## config.mk

```make
export PLATFORM = sky130hd
export DESIGN_NAME = fpadd_pipe
export DESIGN_NICKNAME = d
export VERILOG_FILES = /design/src/rtl/fpadd_pkg.sv /design/src/rtl/fpadd_cmp.sv /design/src/rtl/fpadd_align.sv /design/src/rtl/fpadd_addsub.sv /design/src/rtl/fpadd_norm.sv /design/src/rtl/fpadd_pipe.sv
export SDC_FILE = /design/constraint.sdc
export NUM_CORES = 1
export LEC_CHECK = 0
export ABC_AREA = 1
export CORE_MARGIN = 3
export CORE_UTILIZATION = 25
export DETAILED_ROUTE_END_ITERATION = 10
export DONT_BUFFER_PORTS = 1
export HOLD_SLACK_MARGIN = 0.15
export PLACE_DENSITY = 0.48
export REMOVE_ABC_BUFFERS = 1
export SYNTH_ARGS = -nofsm -noshare
export SYNTH_HDL_FRONTEND = slang
export SYNTH_SLANG_ARGS = --single-unit
```

## constraint.sdc

```tcl
create_clock -name clk -period 5.5 [get_ports clk]
set_input_delay 0.825 -clock clk [delete_from_list [all_inputs] [get_ports clk]]
set_output_delay 0.825 -clock clk [all_outputs]
set_load 0.01 [all_outputs]
```

## src/rtl/fpadd_pkg.sv

```systemverilog
package fpadd_pkg;
  typedef enum logic {
    EFF_ADD = 1'b0,
    EFF_SUB = 1'b1
  } eff_op_e;
endpackage

```

## src/rtl/fpadd_cmp.sv

```systemverilog
module fpadd_cmp #(
  parameter int EXP_W = 8,
  parameter int MAN_W = 16
) (
  input  logic             clk,
  input  logic             rst_n,
  input  logic             en,
  input  logic             in_valid,
  input  logic             in_sub,
  input  logic             a_sign,
  input  logic [EXP_W-1:0] a_exp,
  input  logic [MAN_W-1:0] a_man,
  input  logic             b_sign,
  input  logic [EXP_W-1:0] b_exp,
  input  logic [MAN_W-1:0] b_man,
  output logic             v_q,
  output logic [EXP_W-1:0] exp_q,
  output logic [EXP_W-1:0] shamt_q,
  output logic [MAN_W-1:0] big_man_q,
  output logic [MAN_W-1:0] sml_man_q,
  output logic             big_sign_q,
  output logic             sml_sign_q
);
  logic a_big;
  logic b_eff_sign;

  always_comb begin
    a_big      = (a_exp >= b_exp);
    b_eff_sign = b_sign ^ in_sub;
  end

  always_ff @(posedge clk or negedge rst_n) begin
    if (!rst_n) begin
      v_q        <= 1'b0;
      exp_q      <= '0;
      shamt_q    <= '0;
      big_man_q  <= '0;
      sml_man_q  <= '0;
      big_sign_q <= 1'b0;
      sml_sign_q <= 1'b0;
    end else if (en) begin
      v_q        <= in_valid;
      exp_q      <= a_big ? a_exp : b_exp;
      shamt_q    <= a_big ? (a_exp - b_exp) : (b_exp - a_exp);
      big_man_q  <= a_big ? a_man : b_man;
      sml_man_q  <= a_big ? b_man : a_man;
      big_sign_q <= a_big ? a_sign : b_eff_sign;
      sml_sign_q <= a_big ? b_eff_sign : a_sign;
    end
  end

  AST_EXP_IS_MAX: assert property (@(posedge clk) disable iff (!rst_n)
    en && in_valid |=> exp_q >= $past(a_exp) && exp_q >= $past(b_exp)
                       && (exp_q == $past(a_exp) || exp_q == $past(b_exp)));
endmodule

```

## src/rtl/fpadd_align.sv

```systemverilog
module fpadd_align
  import fpadd_pkg::*;
#(
  parameter int EXP_W = 8,
  parameter int MAN_W = 16
) (
  input  logic             clk,
  input  logic             rst_n,
  input  logic             en,
  input  logic             v_in,
  input  logic [EXP_W-1:0] exp_in,
  input  logic [EXP_W-1:0] shamt_in,
  input  logic [MAN_W-1:0] big_man_in,
  input  logic [MAN_W-1:0] sml_man_in,
  input  logic             big_sign_in,
  input  logic             sml_sign_in,
  output logic             v_q,
  output logic [EXP_W-1:0] exp_q,
  output logic [MAN_W-1:0] big_q,
  output logic [MAN_W-1:0] sml_q,
  output logic             big_sign_q,
  output logic             sml_sign_q,
  output eff_op_e          op_q
);
  localparam int SHW = (EXP_W > 32) ? EXP_W : 32;

  logic            too_far;
  logic [MAN_W-1:0] shifted;

  always_comb begin
    too_far = (SHW'(shamt_in) >= SHW'(MAN_W));
    shifted = too_far ? '0 : (sml_man_in >> shamt_in);
  end

  always_ff @(posedge clk or negedge rst_n) begin
    if (!rst_n) begin
      v_q        <= 1'b0;
      exp_q      <= '0;
      big_q      <= '0;
      sml_q      <= '0;
      big_sign_q <= 1'b0;
      sml_sign_q <= 1'b0;
      op_q       <= EFF_ADD;
    end else if (en) begin
      v_q        <= v_in;
      exp_q      <= exp_in;
      big_q      <= big_man_in;
      sml_q      <= shifted;
      big_sign_q <= big_sign_in;
      sml_sign_q <= sml_sign_in;
      op_q       <= (big_sign_in ^ sml_sign_in) ? EFF_SUB : EFF_ADD;
    end
  end

  AST_FAR_SHIFT_ZERO: assert property (@(posedge clk) disable iff (!rst_n)
    en && v_in && (SHW'(shamt_in) >= SHW'(MAN_W)) |=> sml_q == '0);
endmodule

```

## src/rtl/fpadd_addsub.sv

```systemverilog
module fpadd_addsub
  import fpadd_pkg::*;
#(
  parameter int EXP_W = 8,
  parameter int MAN_W = 16
) (
  input  logic             clk,
  input  logic             rst_n,
  input  logic             en,
  input  logic             v_in,
  input  logic [EXP_W-1:0] exp_in,
  input  logic [MAN_W-1:0] big_in,
  input  logic [MAN_W-1:0] sml_in,
  input  logic             big_sign_in,
  input  logic             sml_sign_in,
  input  eff_op_e          op_in,
  output logic             v_q,
  output logic [EXP_W-1:0] exp_q,
  output logic [MAN_W:0]   sum_q,
  output logic             sign_q
);
  logic [MAN_W:0] sum_n;
  logic           sign_n;

  always_comb begin
    if (op_in == EFF_ADD) begin
      sum_n  = {1'b0, big_in} + {1'b0, sml_in};
      sign_n = big_sign_in;
    end else if (big_in >= sml_in) begin
      sum_n  = {1'b0, big_in - sml_in};
      sign_n = big_sign_in;
    end else begin
      sum_n  = {1'b0, sml_in - big_in};
      sign_n = sml_sign_in;
    end
  end

  always_ff @(posedge clk or negedge rst_n) begin
    if (!rst_n) begin
      v_q    <= 1'b0;
      exp_q  <= '0;
      sum_q  <= '0;
      sign_q <= 1'b0;
    end else if (en) begin
      v_q    <= v_in;
      exp_q  <= exp_in;
      sum_q  <= sum_n;
      sign_q <= sign_n;
    end
  end

  AST_SUB_NO_CARRY: assert property (@(posedge clk) disable iff (!rst_n)
    en && v_in && op_in == EFF_SUB |=> !sum_q[MAN_W]);
  AST_SUB_SIGN_LARGER: assert property (@(posedge clk) disable iff (!rst_n)
    en && v_in && op_in == EFF_SUB && big_in < sml_in |=> sign_q == $past(sml_sign_in));
endmodule

```

## src/rtl/fpadd_norm.sv

```systemverilog
module fpadd_norm #(
  parameter int EXP_W = 8,
  parameter int MAN_W = 16
) (
  input  logic             clk,
  input  logic             rst_n,
  input  logic             en,
  input  logic             v_in,
  input  logic [EXP_W-1:0] exp_in,
  input  logic [MAN_W:0]   sum_in,
  input  logic             sign_in,
  output logic             v_q,
  output logic [EXP_W-1:0] exp_q,
  output logic [MAN_W-1:0] man_q,
  output logic             sign_q
);
  localparam int LZW = $clog2(MAN_W + 1);

  function automatic logic [LZW-1:0] lead_zeros(input logic [MAN_W-1:0] m);
    logic [LZW-1:0] n;
    n = LZW'(MAN_W);
    for (int i = 0; i < MAN_W; i++) begin
      if (m[i]) n = LZW'(MAN_W - 1 - i);
    end
    return n;
  endfunction

  logic [LZW-1:0]   lz;
  logic [MAN_W-1:0] man_n;
  logic [EXP_W-1:0] exp_n;
  logic             sign_n;

  always_comb begin
    lz = lead_zeros(sum_in[MAN_W-1:0]);
    if (sum_in[MAN_W]) begin
      man_n  = sum_in[MAN_W:1];
      exp_n  = exp_in + EXP_W'(1);
      sign_n = sign_in;
    end else if (sum_in == '0) begin
      man_n  = '0;
      exp_n  = '0;
      sign_n = 1'b0;
    end else begin
      man_n  = sum_in[MAN_W-1:0] << lz;
      exp_n  = exp_in - EXP_W'(lz);
      sign_n = sign_in;
    end
  end

  always_ff @(posedge clk or negedge rst_n) begin
    if (!rst_n) begin
      v_q    <= 1'b0;
      exp_q  <= '0;
      man_q  <= '0;
      sign_q <= 1'b0;
    end else if (en) begin
      v_q    <= v_in;
      exp_q  <= exp_n;
      man_q  <= man_n;
      sign_q <= sign_n;
    end
  end

  AST_NORM_MSB_SET: assert property (@(posedge clk) disable iff (!rst_n)
    v_q && man_q != '0 |-> man_q[MAN_W-1]);
  AST_ZERO_CANON: assert property (@(posedge clk) disable iff (!rst_n)
    v_q && man_q == '0 |-> exp_q == '0 && !sign_q);
  AST_CARRY_BUMP: assert property (@(posedge clk) disable iff (!rst_n)
    en && v_in && sum_in[MAN_W] |=> exp_q == $past(exp_in) + EXP_W'(1));
endmodule

```

## src/rtl/fpadd_pipe.sv

```systemverilog
module fpadd_pipe
  import fpadd_pkg::*;
#(
  parameter int EXP_W = 8,
  parameter int MAN_W = 16
) (
  input  logic             clk,
  input  logic             rst_n,
  input  logic             in_valid,
  output logic             in_ready,
  input  logic             in_sub,
  input  logic             a_sign,
  input  logic [EXP_W-1:0] a_exp,
  input  logic [MAN_W-1:0] a_man,
  input  logic             b_sign,
  input  logic [EXP_W-1:0] b_exp,
  input  logic [MAN_W-1:0] b_man,
  output logic             out_valid,
  input  logic             out_ready,
  output logic             out_sign,
  output logic [EXP_W-1:0] out_exp,
  output logic [MAN_W-1:0] out_man
);
  logic adv;
  assign adv      = !out_valid || out_ready;
  assign in_ready = adv;

  logic             s1_v, s1_bs, s1_ss;
  logic [EXP_W-1:0] s1_exp, s1_sh;
  logic [MAN_W-1:0] s1_big, s1_sml;

  fpadd_cmp #(.EXP_W(EXP_W), .MAN_W(MAN_W)) u_cmp (
    .clk(clk), .rst_n(rst_n), .en(adv), .in_valid(in_valid), .in_sub(in_sub),
    .a_sign(a_sign), .a_exp(a_exp), .a_man(a_man),
    .b_sign(b_sign), .b_exp(b_exp), .b_man(b_man),
    .v_q(s1_v), .exp_q(s1_exp), .shamt_q(s1_sh), .big_man_q(s1_big),
    .sml_man_q(s1_sml), .big_sign_q(s1_bs), .sml_sign_q(s1_ss)
  );

  logic             s2_v, s2_bs, s2_ss;
  logic [EXP_W-1:0] s2_exp;
  logic [MAN_W-1:0] s2_big, s2_sml;
  eff_op_e          s2_op;

  fpadd_align #(.EXP_W(EXP_W), .MAN_W(MAN_W)) u_align (
    .clk(clk), .rst_n(rst_n), .en(adv), .v_in(s1_v), .exp_in(s1_exp),
    .shamt_in(s1_sh), .big_man_in(s1_big), .sml_man_in(s1_sml),
    .big_sign_in(s1_bs), .sml_sign_in(s1_ss),
    .v_q(s2_v), .exp_q(s2_exp), .big_q(s2_big), .sml_q(s2_sml),
    .big_sign_q(s2_bs), .sml_sign_q(s2_ss), .op_q(s2_op)
  );

  logic             s3_v, s3_sign;
  logic [EXP_W-1:0] s3_exp;
  logic [MAN_W:0]   s3_sum;

  fpadd_addsub #(.EXP_W(EXP_W), .MAN_W(MAN_W)) u_addsub (
    .clk(clk), .rst_n(rst_n), .en(adv), .v_in(s2_v), .exp_in(s2_exp),
    .big_in(s2_big), .sml_in(s2_sml), .big_sign_in(s2_bs), .sml_sign_in(s2_ss),
    .op_in(s2_op), .v_q(s3_v), .exp_q(s3_exp), .sum_q(s3_sum), .sign_q(s3_sign)
  );

  fpadd_norm #(.EXP_W(EXP_W), .MAN_W(MAN_W)) u_norm (
    .clk(clk), .rst_n(rst_n), .en(adv), .v_in(s3_v), .exp_in(s3_exp),
    .sum_in(s3_sum), .sign_in(s3_sign),
    .v_q(out_valid), .exp_q(out_exp), .man_q(out_man), .sign_q(out_sign)
  );

  AST_STALL_HOLD: assert property (@(posedge clk) disable iff (!rst_n)
    out_valid && !out_ready |=> out_valid && $stable(out_man)
                                && $stable(out_exp) && $stable(out_sign));
  AST_STALL_BLOCKS_INPUT: assert property (@(posedge clk) disable iff (!rst_n)
    out_valid && !out_ready |-> !in_ready);
endmodule

```

## After elaboration in Yosys (flattened, before gate mapping)

Cells that the tools add are included.

- Flip-flop bits (word level): 148
- Bits in latches: 0
- Memory bits (writable): 0
- Bits in read-only memories: 0
- Output and inout port bits: 27
- Memories: 0

- $add $sub $neg: 7
- Multiply operators: 0
- Divide/modulo/power cells: 0
- $lt $le $gt $ge: 3
- Equal/unequal tests: 0
- Shift-type cells: 2
- Mux-type cells: 34
- Bitwise logic cells: 2
- Reduce and logical (&&, ||, !) cells: 3

Operator list:

| cell | number |
|---|---|
| 16-bit 2-to-1 mux | 6 |
| 5-bit 2-to-1 mux | 16 |
| 8-bit 2-to-1 mux | 4 |
| 16-bit subtractor | 2 |
| 16-bit by 16-bit adder with 17-bit output | 1 |
| 17-bit zero test | 1 |
| 17-bit 2-to-1 mux | 1 |
| 16-bit greater-or-equal comparator | 1 |
| 16-bit by 5-bit << shifter with 16-bit output | 1 |
| 16-bit by 8-bit right shift with 16-bit output | 1 |
| 8-bit subtractor | 2 |
| 8-bit by 1-bit adder with 8-bit output, second input constant | 1 |
| 8-bit by 5-bit greater-or-equal comparator with 1-bit output, second input constant | 1 |
| 8-bit greater-or-equal comparator | 1 |
| 8-bit by 5-bit subtractor with 8-bit output | 1 |
| 1-bit 2-to-1 mux | 7 |
| 1-bit bitwise XOR | 2 |
| 1-bit zero test | 1 |
| 1-bit logical OR | 1 |

## Longest topological paths before layout

Gate-level depths: netlist of run 1.

- Word-level depth: 19
- Depth in mapped cells: 28

## Modules after synthesis

A second synthesis of run 1 with hierarchy kept.

- Cell total of the unflattened synthesis: 1811
- Area total of the unflattened synthesis: 12044.1 um^2

By module, submodules not included:

| module | instances | cells an instance | area each (um^2) | seq. area each (um^2) |
|---|---|---|---|---|
| fpadd_addsub | 1 | 683 | 4187.8 | 675.6 |
| fpadd_cmp | 1 | 423 | 3084.2 | 1276.2 |
| fpadd_align | 1 | 332 | 2452.4 | 1101.1 |
| fpadd_norm | 1 | 371 | 2312.2 | 650.6 |
| fpadd_pipe | 1 | 2 | 7.5 | 0.0 |

## Worst setup path after synthesis of run 1

Ideal clock, no wire load.

- Path type: reg-to-reg
- Start: reg u_addsub.sum_q[7]
- End: reg u_norm.exp_q[7]
- Arrival: 2.753 ns
- Data required time: 5.374 ns
- Path slack: 2.621 ns
- Cell stages (with the launch flop): 19
- Clock period less this slack: 2.879 ns
- Cells stage by stage: dfrtp_1 nor4_1 nand2_1 a21oi_1 clkinv_1 buf_4 ha_1 nand2_1 nor2_1 a211oi_1 nor2_1 nor2_1 nor2_1 nor2_1 inv_1 nor3_1 a21oi_1 o21ai_0 a21oi_1

- Cells in the longest elaborated chain, start to end: 12
- Elaborated cells between the ends (all ways): 13
- Classes of those cells: 1 x add/sub; 11 x mux; 1 x reduce/logical

Ends and longest elaborated chain:

| item | RTL line | RTL |
|---|---|---|
| start, declared | fpadd_addsub.sv:19 | `output logic [MAN_W:0] sum_q,` |
| start signal, assigned | fpadd_addsub.sv:47 | `sum_q <= sum_n;` |
| 5-bit 2-to-1 mux (9 in series) | fpadd_norm.sv:23 | `if (m[i]) n = LZW'(MAN_W - 1 - i);` |
| 8-bit by 5-bit subtractor with 8-bit output | fpadd_norm.sv:45 | `exp_n = exp_in - EXP_W'(lz);` |
| 8-bit 2-to-1 mux (*) | fpadd_norm.sv:39 | `end else if (sum_in == '0) begin` |
| 8-bit 2-to-1 mux (*) | fpadd_norm.sv:35 | `if (sum_in[MAN_W]) begin` |
| end signal, assigned | fpadd_norm.sv:58 | `exp_q <= exp_n;` |
| end, declared | fpadd_norm.sv:13 | `output logic [EXP_W-1:0] exp_q,` |

Every way passes the cells marked *; elsewhere a longest branch is shown, timed or not.
A chain may end at the register's enable or synchronous reset.

## Final worst setup path of run 1

- Start: in a_exp[5]
- End: reg u_cmp.shamt_q[7]

- Cells in the longest elaborated chain, start to end: 2
- Elaborated cells between the ends (all ways): 4
- Classes of those cells: 2 x add/sub; 1 x order compare; 1 x mux

Ends and longest elaborated chain:

| item | RTL line | RTL |
|---|---|---|
| start, declared | fpadd_pipe.sv:13 | `input logic [EXP_W-1:0] a_exp,` |
| 8-bit subtractor / 8-bit greater-or-equal comparator (equally long branches) | fpadd_cmp.sv:44, fpadd_cmp.sv:28 |  |
| 8-bit 2-to-1 mux (*) | fpadd_cmp.sv:44 | `shamt_q <= a_big ? (a_exp - b_exp) : (b_exp - a_exp);` |
| end signal, assigned | fpadd_cmp.sv:44 |  |
| end, declared | fpadd_cmp.sv:18 | `output logic [EXP_W-1:0] shamt_q,` |

Marked as above.

==> results of run 1 <==
==> worst max path at each step <==
stage | start | endpoint | slack [ns] | depth (start not counted)
2_1_floorplan | out_ready | in_ready | -1.73 | 2
3_3_place_gp | a_exp[5] | u_cmp.shamt_q[7] | 1.56 | 16
3_5_place_dp | a_exp[5] | u_cmp.shamt_q[7] | 1.57 | 16
4_1_cts | a_exp[5] | u_cmp.shamt_q[7] | 2.04 | 16
5_1_grt | a_exp[5] | u_cmp.shamt_q[7] | 1.66 | 16
6_report | a_exp[5] | u_cmp.shamt_q[7] | 2.01 | 16
==> per-stage QoR <==
step	utilization [%]	hold WS [ns]	instance area, um2
6_report	28.3	0.317	11700
3_3_place_gp	26.7	0.445	11000
4_1_cts	28.3	0.419	11700
5_1_grt	28.3	0.452	11700
2_1_floorplan	-	0.420	10300
3_5_place_dp	26.7	0.454	11000
==> power by group <==
group	total, mW	internal [mW]	switching, mW
logic	3.79	1.28	2.52
registers	2.04	1.56	0.478
clock network	1.23	0.733	0.494
total	7.06	3.57	3.49
==> area by class of cell <==
type | instances | share of cell area [%]
clock inverter | 13 | 1.50
clock buffer | 19 | 3.79
timing repair buffer | 9 | 0.856
sequential | 148 | 31.7
tap | 532 | 5.69
inverter | 183 | 5.90
multi-input combinational | 1092 | 50.6
==> state kept, by name, indices dropped and copies added (netlist names), 8 cells and up <==
name             count
u_cmp.big_man_q     16
u_align.exp_q        8
u_cmp.exp_q          8
u_addsub.exp_q       8
u_norm.man_q        16
u_norm.exp_q         8
u_align.big_q       16
u_cmp.sml_man_q     16
u_align.sml_q       16
u_cmp.shamt_q        8
u_addsub.sum_q      17
==> layout by cell type, fill, tap and decap left out, types with 10 or more instances in the layout <==
cell type and instances:
o21ai_1 17, inv_1 176, nor3_1 12, clkbuf_16 17, ha_1 69, o22ai_1 28, o221ai_1 10, o21ai_0 174
dfrtp_1 148, nand3_1 84, a21oi_1 102, xor2_1 31, nor2_1 127, nand2_1 344
==> logic make-up (layout without fill, tap and decap cells) <==
logic type	after synthesis	after routing	synth area share [%]
simple gates	597	597	23.2
buf+inv	256	224	9.69
flops	148	148	34.8
compound gates	383	383	20.0
fa+ha+maj	75	75	9.24
xor+xnor	34	34	2.80
mux	3	3	0.294
==> critical path, delay by kind of cell <==
family	cells	cell delay, ns
simple gates	9	1.25
buf+inv	2	0.83
compound gates	3	0.43
fa+ha+maj	1	0.37
xor+xnor	1	0.16
==> cells in the mapped netlist (6+ instances only) <==
master,instances,area share [%]
inv_1,176,6.2
o22ai_1,28,1.6
dfrtp_1,148,35
o21ai_1,17,0.80
o21ai_0,174,8.2
a31oi_1,9,0.53
buf_2,11,0.52
or2_2,6,0.35
a21oi_1,102,4.8
clkbuf_1,47,1.7
o221ai_1,10,0.82
nor2_1,128,4.5
ha_1,69,8.1
nand2_1,344,12
nand3_1,85,4.0
o211ai_1,7,0.49
o21a_1,6,0.42
xor2_1,31,2.6
fa_1,6,1.1
nor3_1,12,0.56
buf_4,6,0.42
==> layer usage <==
layer | vias to the layer above | wire length, um
met4 | 0 | 333
li1 | 4829 | -
met1 | 4392 | 15200
met3 | 21 | 1170
met2 | 181 | 13900
met5 | - | 0
==> what timing repair did <==
action,4_1_cts,5_1_grt
hold buffers,1,0
endpoints found under the hold margin,148,0
setup buffers,0,0
==> reports/summary.txt, run 1 <==
Status - completed
Data arrival, critical path - 3.87 ns
Post-synth cell types - 51
Final period util - 63.5%
Maximum buffer depth of the clock tree - 2
Clock sinks - 148
Dpl ws - 1.57 ns
Met3 Usage GRT - 2.52%
Via density - 4.72
Most used cell, CP - nand2_1
Overall die area - 45100 um2
Reg2Reg Launch Point - u_addsub.sum_q[0]
CTS tree - yes
Crit path required time - 5.88 ns
Multi-input logic area - 5920 um2
Register area share after synthesis - 34.8%
Worst-Margin Slew - 0.836 ns
Vias in the first global route - 9282
Critical path capture point type - flop
Starting Density - 25.7%
Fraction of registers with async set/reset - 100%
Setup TNS - 0 ns
Final Hold Viols - 0
Met1 Usage GRT - 19.6%
Reg2reg path depth - 19
Unrepaired setup endpoints after global routing - false
P_leak - 5.51 nW
DRC - 0
Num CTS Buffers - 17
Synthesized cell area - 10600 um2
Max VDD drop - 0.000171 V
Post-CTS Resized - 0
Synth Register Bits - 148
Worst setup SP type - primary input
IO Port Bufs - 0
Area delta synth->final - 9.92%
FF+latch area - 3700 um2
Vias - 9423
Max_cap viols - 0
Number of synthesized flops with an enable pin - 0
Post-DP HPWL - 22900 um
Syn Inst Count - 1496
CTS root buffer - clkbuf_16
Met2 global-route usage - 22.1%
Crit path largest cell delay - 0.80 ns
Gr usage total - 13.9%
Fin Clk Skew - 0.0143 ns
Synthesis warning total - 0
Slew HR - 44.2%
Layout cells sized above 1 - 4.85%
RR Endpoint - u_norm.exp_q[6]
Critical path type - in -> reg
Synth Flop Type - dfrtp_1
DIE HEIGHT - 212 um
GP Congestion - 0.870
Antenna-violating nets left - 0
CP max stage cell - inv_1
Max H-tree Level - 4
Total Wirelength - 30600 um
Post-Layout Cell Count - 1996
Pin count of the biggest net entering global routing - 149
Total Power - 7.06 mW
Fin nets - 1581
Core Area - 41400 um2
Fmax achieved - 286 MHz
Drt first pass iters - 5
Max Slew Vio Count - 0
Fin crit period - 3.49 ns
CTS clock-pin slew for the worst setup and hold paths - 0.06 ns
Row cnt - 74
Worst skew pair latency - 0.44 ns
Drt wl/cell - 15.3 um
Syn_area_per_cell - 7.11 um2
Worst min path class - in -> async
IO Pins - 82
GRT busiest layer - met2
Fill cells - 4515
Placed Instances - 1963
CP cell instances - inv_1, ha_1, nand2_1, a21oi_1, a211oi_1, nand3_2, inv_1, nand2_1, nand2_1, nand3_1, o211ai_1, nand3_1, nand2_1, xor2_1, nand2_1, nand2_1
Pwr dens - 603 nW/um2
CP max FO - 27
Setup WS post-layout - 2.01 ns
GR Overflow Total - 0
Initial antenna violation count - 0
First-pass GRT wire length - 50400 um
Setup-failing EPs final - 0
Ant diodes - 0
R2R setup slack - 2.23 ns
Die Wd - 212 um
Starting DRC count in detailed routing - 548
Power figures use the tool's default switching activity.
==> run 2, diff against run 1 <==
==> constraint.sdc (replaced) <==
create_clock -name clk -period 3.6 [get_ports clk]
set_input_delay 0.54 -clock clk [delete_from_list [all_inputs] [get_ports clk]]
set_output_delay 0.54 -clock clk [all_outputs]
set_load 0.01 [all_outputs]
==> run 2 against run 1 <==
Compared with the run above:
- clock skew decreased by 0.0042 ns
- register-to-register slack worse by 1.7 ns
- clock-buffer cell count did not move
- first-iteration DRC count grew 22%
- sequential power grew 51%
- the run now ends with hold timing left
- final cell count grew 0.65%
- final area grew 0.71%
- setup slack worse by 1.4 ns
- total power is 54% higher
- utilization is 0.20 points higher
- via count grew 0.38%
- clock power rose by 53%
==> reports/summary.txt, run 2 (same netlist as run 1, synthesis figures left out) <==
CP max stage cell - dfrtp_1
DIE HEIGHT - 212 um
Reg2Reg Launch Point - u_addsub.sum_q[2]
Gr usage total - 14.2%
Setup-failing EPs final - 0
CTS clock-pin slew for the worst setup and hold paths - 0.07 ns
Final Util - 28.5%
DRC - 0
Setup TNS - 0 ns
Most common cell after layout, fill and taps aside - nand2_1
Via density - 4.71
Antenna-violating nets left - 0
Failing checks - hold timing
Vias in the first global route - 9404
IO Pins - 82
Crit path largest cell delay - 0.43 ns
Max Slew Vio Count - 0
CTS tree - yes
Die Wd - 212 um
Post-route design area - 11800 um2
Worst setup SP type - flop
Fin Clk Skew - 0.0101 ns
Layout cells sized above 1 - 5.75%
Ant diodes - 0
Min Hold Slack - -0.199 ns
Post-CTS Resized - 0
Sequential share of power - 28.3%
Max_cap viols - 0
Final Hold Viols - 148
Logic gate share of total power - 54.4%
Largest Register - u_addsub.sum_q
Worst-Margin Slew - 0.852 ns
GP Congestion - 0.910
Total Wirelength - 31500 um
Clock sinks - 148
Overall die area - 45100 um2
Status - finished with violations
GR Overflow Total - 0
Placed inst area - 11200 um2
Area delta synth->final - 10.7%
Starting Density - 25.7%
Fmax achieved - 331 MHz
First-pass GRT wire length - 51600 um
Slew HR - 43.2%
RR Endpoint - u_norm.exp_q[6]
Switching Fraction - 49.1%
Num CTS Buffers - 17
Critical path type - reg -> reg
R2R setup slack - 0.58 ns
Fill cells - 4532
CTS root buffer - clkbuf_16
P_leak - 5.56 nW
Pin count of the biggest net entering global routing - 149
Max reg flops - 17
Worst min path class - in -> async
Dpl ws - 0.620 ns
Row cnt - 74
Vias - 9459
P_sw - 5.34 mW
Internal power - 5.55 mW
Data arrival, critical path - 3.39 ns
IO Port Bufs - 0
Post-DP HPWL - 23600 um
Commonest non-fill, non-tap cells in the layout - nand2_1 (344), inv_1 (176), o21ai_0 (174)
Crit path required time - 3.96 ns
CP max FO - 15
Fin crit period - 3.02 ns
Unrepaired setup endpoints after global routing - false
Critical path capture point type - flop
Worst skew pair latency - 0.44 ns
Drt first pass iters - 7
Maximum buffer depth of the clock tree - 2
Final period util - 84.0%
CP cell instances - inv_1, nand2_1, nand2_1, nand2_1, nand2_1, nand2_1, nand2_1, nand2_1, nand2_1, nand2_1, nand2_1, nand2_2, nand2_4, nand2_4, ha_1, fa_1, inv_1, a21oi_1, nor2_1, o21ai_0, nand2_1, xor2_1, a32oi_1, o21ai_0
Reg2reg path depth - 24
Starting DRC count in detailed routing - 668
Setup WS post-layout - 0.578 ns
Max VDD drop - 0.000401 V
Most used cell, CP - nand2_1
Clock share of power - 17.3%
Drt wl/cell - 15.7 um
Pwr dens - 925 nW/um2
Core Area - 41400 um2
Initial antenna violation count - 0
Fin nets - 1594
Post CTS Setup Buffer Count - 0
Total Power - 10.9 mW
Max H-tree Level - 4
[run 2: cell count changes in the layout (fill, tap and decap cells not counted)]
cell and change:
inv_6 -2, inv_8 -1, clkinvlp_4 +3, clkinv_2 +3, clkbuf_8 +1, buf_12 +1
buf_4 +13, clkinv_4 -3, buf_16 -1, clkbuf_1 -1
[run 2: metal layers]
metal	share of wire [%]	track usage, %
met5	0	0
met4	1.6	3.81
met3	4.4	2.63
met2	45	22.5
met1	49	20.1
[run 2: area by class of cell]
type | count | area [um2] | share of cell area (%)
multi-input cells | 1092 | 5920 | 50.2
flip-flops and latches | 148 | 3700 | 31.5
inverters | 183 | 689 | 5.85
well taps | 532 | 666 | 5.65
clock buffers | 19 | 453 | 3.85
repair buffers | 22 | 190 | 1.62
clock inverters | 13 | 158 | 1.34
[run 2: worst max-delay path by stage]
stage                     cells past startpoint               from         endpoint  slack (ns)
after floorplan                               4          out_ready    u_norm.sign_q       -3.27
after global placement                       24  u_addsub.sum_q[2]  u_norm.exp_q[6]        0.66
after detailed placement                     24  u_addsub.sum_q[2]  u_norm.exp_q[6]        0.62
after CTS                                    24  u_addsub.sum_q[2]  u_norm.exp_q[6]        0.58
after global routing                         24  u_addsub.sum_q[2]  u_norm.exp_q[6]        0.21
final                                        24  u_addsub.sum_q[2]  u_norm.exp_q[6]        0.58
[run 2: worst max-delay path: cells and delay by family, from the launching register on]
family                     cells  cell delay [ns]
and+or+nand+nor               15             1.14
adders and majority gates      2             0.64
DFF                            1             0.43
AOI/OAI and AO/OA              4             0.40
buffers and inverters          2             0.18
xor gates and xnor gates       1             0.15
[run 2: power groups by stage]
stage / logic (mW) / clock network (mW) / registers [mW]
2_1_floorplan: 4.35 / 0 / 2.91
3_3_place_gp: 5.92 / 0 / 3.10
3_5_place_dp: 5.90 / 0 / 3.12
4_1_cts: 5.94 / 1.94 / 3.10
5_1_grt: 6.82 / 2.00 / 3.21
6_report: 5.93 / 1.88 / 3.08
[run 2: metrics by stage]
| stage | hold WS, ns | std cells |
|---|---|---|
| after floorplan | 0.244 | 1423 |
| after global placement | 0.259 | 1977 |
| after detailed placement | 0.259 | 1977 |
| after CTS | -0.223 | 2009 |
| after global routing | -0.230 | 2009 |
| final | -0.199 | 2009 |
==> run 3, diff against run 2 <==
--- a/config.mk
+++ b/config.mk
@@ -5,7 +5,7 @@
 export SDC_FILE = /design/constraint.sdc
 export NUM_CORES = 1
 export LEC_CHECK = 0
-export ABC_AREA = 1
+export ABC_AREA = 0
 export CORE_MARGIN = 3
 export CORE_UTILIZATION = 25
 export DETAILED_ROUTE_END_ITERATION = 10
==> constraint.sdc (replaced) <==
create_clock -name clk -period 3 [get_ports clk]
set_input_delay 0.45 -clock clk [delete_from_list [all_inputs] [get_ports clk]]
set_output_delay 0.45 -clock clk [all_outputs]
set_load 0.01 [all_outputs]
==> run 3 against run 2 <==
Compared with the run above:
- die area fell by 0.77%
- the flow still finishes with violations (hold timing)
- clock skew fell by 0.00078 ns
- global-route usage fell by 0.43 points
- combinational power rose by 36%
- final area rose by 9.6%
- synthesized cell count fell by 14%
==> reports/summary.txt, run 3 <==
Status - finished with violations
Failing checks - hold timing
Reg2Reg Launch Point - u_align.sml_q[0]
Total Power - 14.0 mW
Vias in the first global route - 9141
Clock share of power - 16.6%
Core Area - 41300 um2
Pin count of the biggest net entering global routing - 149
Worst setup SP type - flop
GR Overflow Total - 0
Number of synthesized flops with an enable pin - 0
Setup TNS - 0 ns
IO Port Bufs - 0
Antenna-violating nets left - 0
Max reg flops - 17
Internal power - 7.89 mW
Worst skew pair latency - 0.44 ns
Setup-failing EPs final - 0
IO Pins - 82
Drt wl/cell - 16.2 um
Most instantiated cells after synthesis - nand2_1 (200), dfrtp_1 (148), o21ai_0 (119)
Synth Flop Type - dfrtp_1
Final Hold Viols - 148
Overall die area - 44700 um2
Synth top area share - 35.1%
Post-Layout Cell Count - 1893
Syn Inst Count - 1284
Max Slew Vio Count - 0
Post-DP HPWL - 23400 um
Maximum buffer depth of the clock tree - 2
Syn_area_per_cell - 8.22 um2
Min Hold Slack - -0.291 ns
Layout cells sized above 1 - 17.2%
GP Congestion - 0.863
Max VDD drop - 0.000435 V
First-pass GRT wire length - 49800 um
Row cnt - 74
Final period util - 99.7%
CTS tree - yes
Worst-Margin Slew - 0.885 ns
Synth Register Bits - 148
Placed inst area - 11800 um2
Slew HR - 41.0%
Logic gate share of total power - 57.3%
Critical path capture point type - flop
Synthesis warning total - 0
P_leak - 5.74 nW
Top cell type by total area after synthesis - dfrtp_1
Ant diodes - 0
Synthesized cell area - 10600 um2
Clock sinks - 148
Commonest non-fill, non-tap cells in the layout - nand2_1 (198), dfrtp_1 (148), buf_4 (120)
Register area share after synthesis - 35.1%
CP max FO - 4
Starting DRC count in detailed routing - 458
Max_cap viols - 0
Initial antenna violation count - 0
Gr usage total - 13.8%
Sequential share of power - 26.1%
Total Wirelength - 30600 um
CP cell instances - buf_6, ha_4, fa_2, o21a_1, o221a_4, a221o_2, nand2_4, buf_6, a311o_1, a31oi_2, or4_1, nand3_1
Crit path largest cell delay - 0.43 ns
Die Wd - 211 um
Post-synth cell types - 69
Fin crit period - 2.99 ns
Via density - 4.84
Starting Density - 25.6%
Worst min path class - in -> async
Data arrival, critical path - 3.36 ns
Post-route design area - 12900 um2
Pwr dens - 1090 nW/um2
CP max stage cell - a221o_2
Area delta synth->final - 22.3%
Switching Fraction - 43.8%
FF+latch area - 3700 um2
Crit path required time - 3.37 ns
DIE HEIGHT - 211 um
Multi-input logic area - 6600 um2
Top cells by area, synth - dfrtp_1 (35%), ha_1 (8.2%), nand2_1 (7.1%)
P_sw - 6.14 mW
Critical path type - reg -> reg
Num CTS Buffers - 17
Fmax achieved - 334 MHz
Post-cts hold buffer count - 1
Fin Clk Skew - 0.00931 ns
Unrepaired setup endpoints after global routing - true
Placed Instances - 1853
CTS clock-pin slew for the worst setup and hold paths - 0.06 ns
Most common cell after layout, fill and taps aside - nand2_1
Max H-tree Level - 4
Fin nets - 1479
Drt first pass iters - 5
CTS root buffer - clkbuf_16
Fill cells - 4441
Cell with the most instances after synthesis - nand2_1
Worst setup path start - u_align.sml_q[0]
Fraction of registers with async set/reset - 100%
DRC - 0
Most used cell, CP - buf_6
Vias - 9168
Largest Register - u_addsub.sum_q
-- run 3: cell types whose count changed after synthesis, sizes merged, moves of 17 or more --
cell | before | now
a221oi | 4 | 23
clkbuf | 47 | 70
inv | 181 | 75
mux2i | 2 | 73
nand2 | 351 | 201
nand2b | 0 | 19
nand3 | 90 | 20
nor2 | 130 | 113
nor2b | 0 | 18
o21ai | 192 | 123
xor2 | 31 | 11
-- run 3: power by group through the flow --
stage | clock [mW] | combinational (mW) | sequential (mW)
after CTS | 2.39 | 7.45 | 3.67
after floorplan | 0 | 4.69 | 3.57
after global placement | 0 | 7.26 | 3.67
after global routing | 2.46 | 8.92 | 3.81
after detailed placement | 0 | 7.29 | 3.71
final | 2.32 | 8.04 | 3.67
-- run 3: per-stage QoR --
stage                     setup slack, ns  util [%]
after floorplan                     -7.42         -
after global routing              -0.0655      31.2
after CTS                         0.00210      30.3
after detailed placement           -0.162      28.6
final                             0.00769      31.2
after global placement            -0.0682      28.6
-- run 3: final cells by class --
class	instances	share of cell area, %
Inverter	75	2.22
Multi-Input combinational cell	978	51.1
Tap cell	532	5.16
Clock buffer	20	3.54
Clock inverter	11	1.36
Timing Repair Buffer	129	7.89
Sequential cell	148	28.7
-- run 3: what timing repair did --
| item | CTS | global route |
|---|---|---|
| buffers inserted | 1 | 7 |
| pin swaps | 4 | 34 |
| endpoints found under the setup margin | 14 | 20 |
| resized for setup | 15 | 72 |
| endpoints found under the hold margin | 149 | 148 |
-- run 3: cell families after synthesis --
logic type,share of synthesized area [%]
DFF,35.1
xor gates and xnor gates,2.32
and+or+nand+nor,18.1
adders and majority gates,9.32
AOI/OAI and AO/OA,21.1
muxes,8.20
buffers and inverters,5.89
-- run 3: final timing paths --
kind	endpoint	slack, ns	depth (start not counted)
max in group asynchronous	u_align.sml_q[3]	2.97	0
min in group clk	u_cmp.exp_q[3]	0.21	2
setup reg to reg	u_addsub.sum_q[12]	0.008	12
hold / removal	u_norm.man_q[2]	-0.29	0
hold reg to reg	u_norm.v_q	0.46	1
setup / recovery	u_addsub.sum_q[12]	0.008	12
-- run 3: critical path: cells and delay by family, from the launching register on --
kind | cells | cell delay, ns
and+or+nand+nor | 3 | 0.57
AOI/OAI and AO/OA | 5 | 1.20
DFF | 1 | 0.39
adders and majority gates | 2 | 0.53
buffers and inverters | 2 | 0.24
-- run 3: layer usage --
layer  global-route usage [%]  wire, um
met5                        0         0
met4                     3.33       386
met3                     2.24       913
met2                     22.1     14100
met1                     19.5     15300
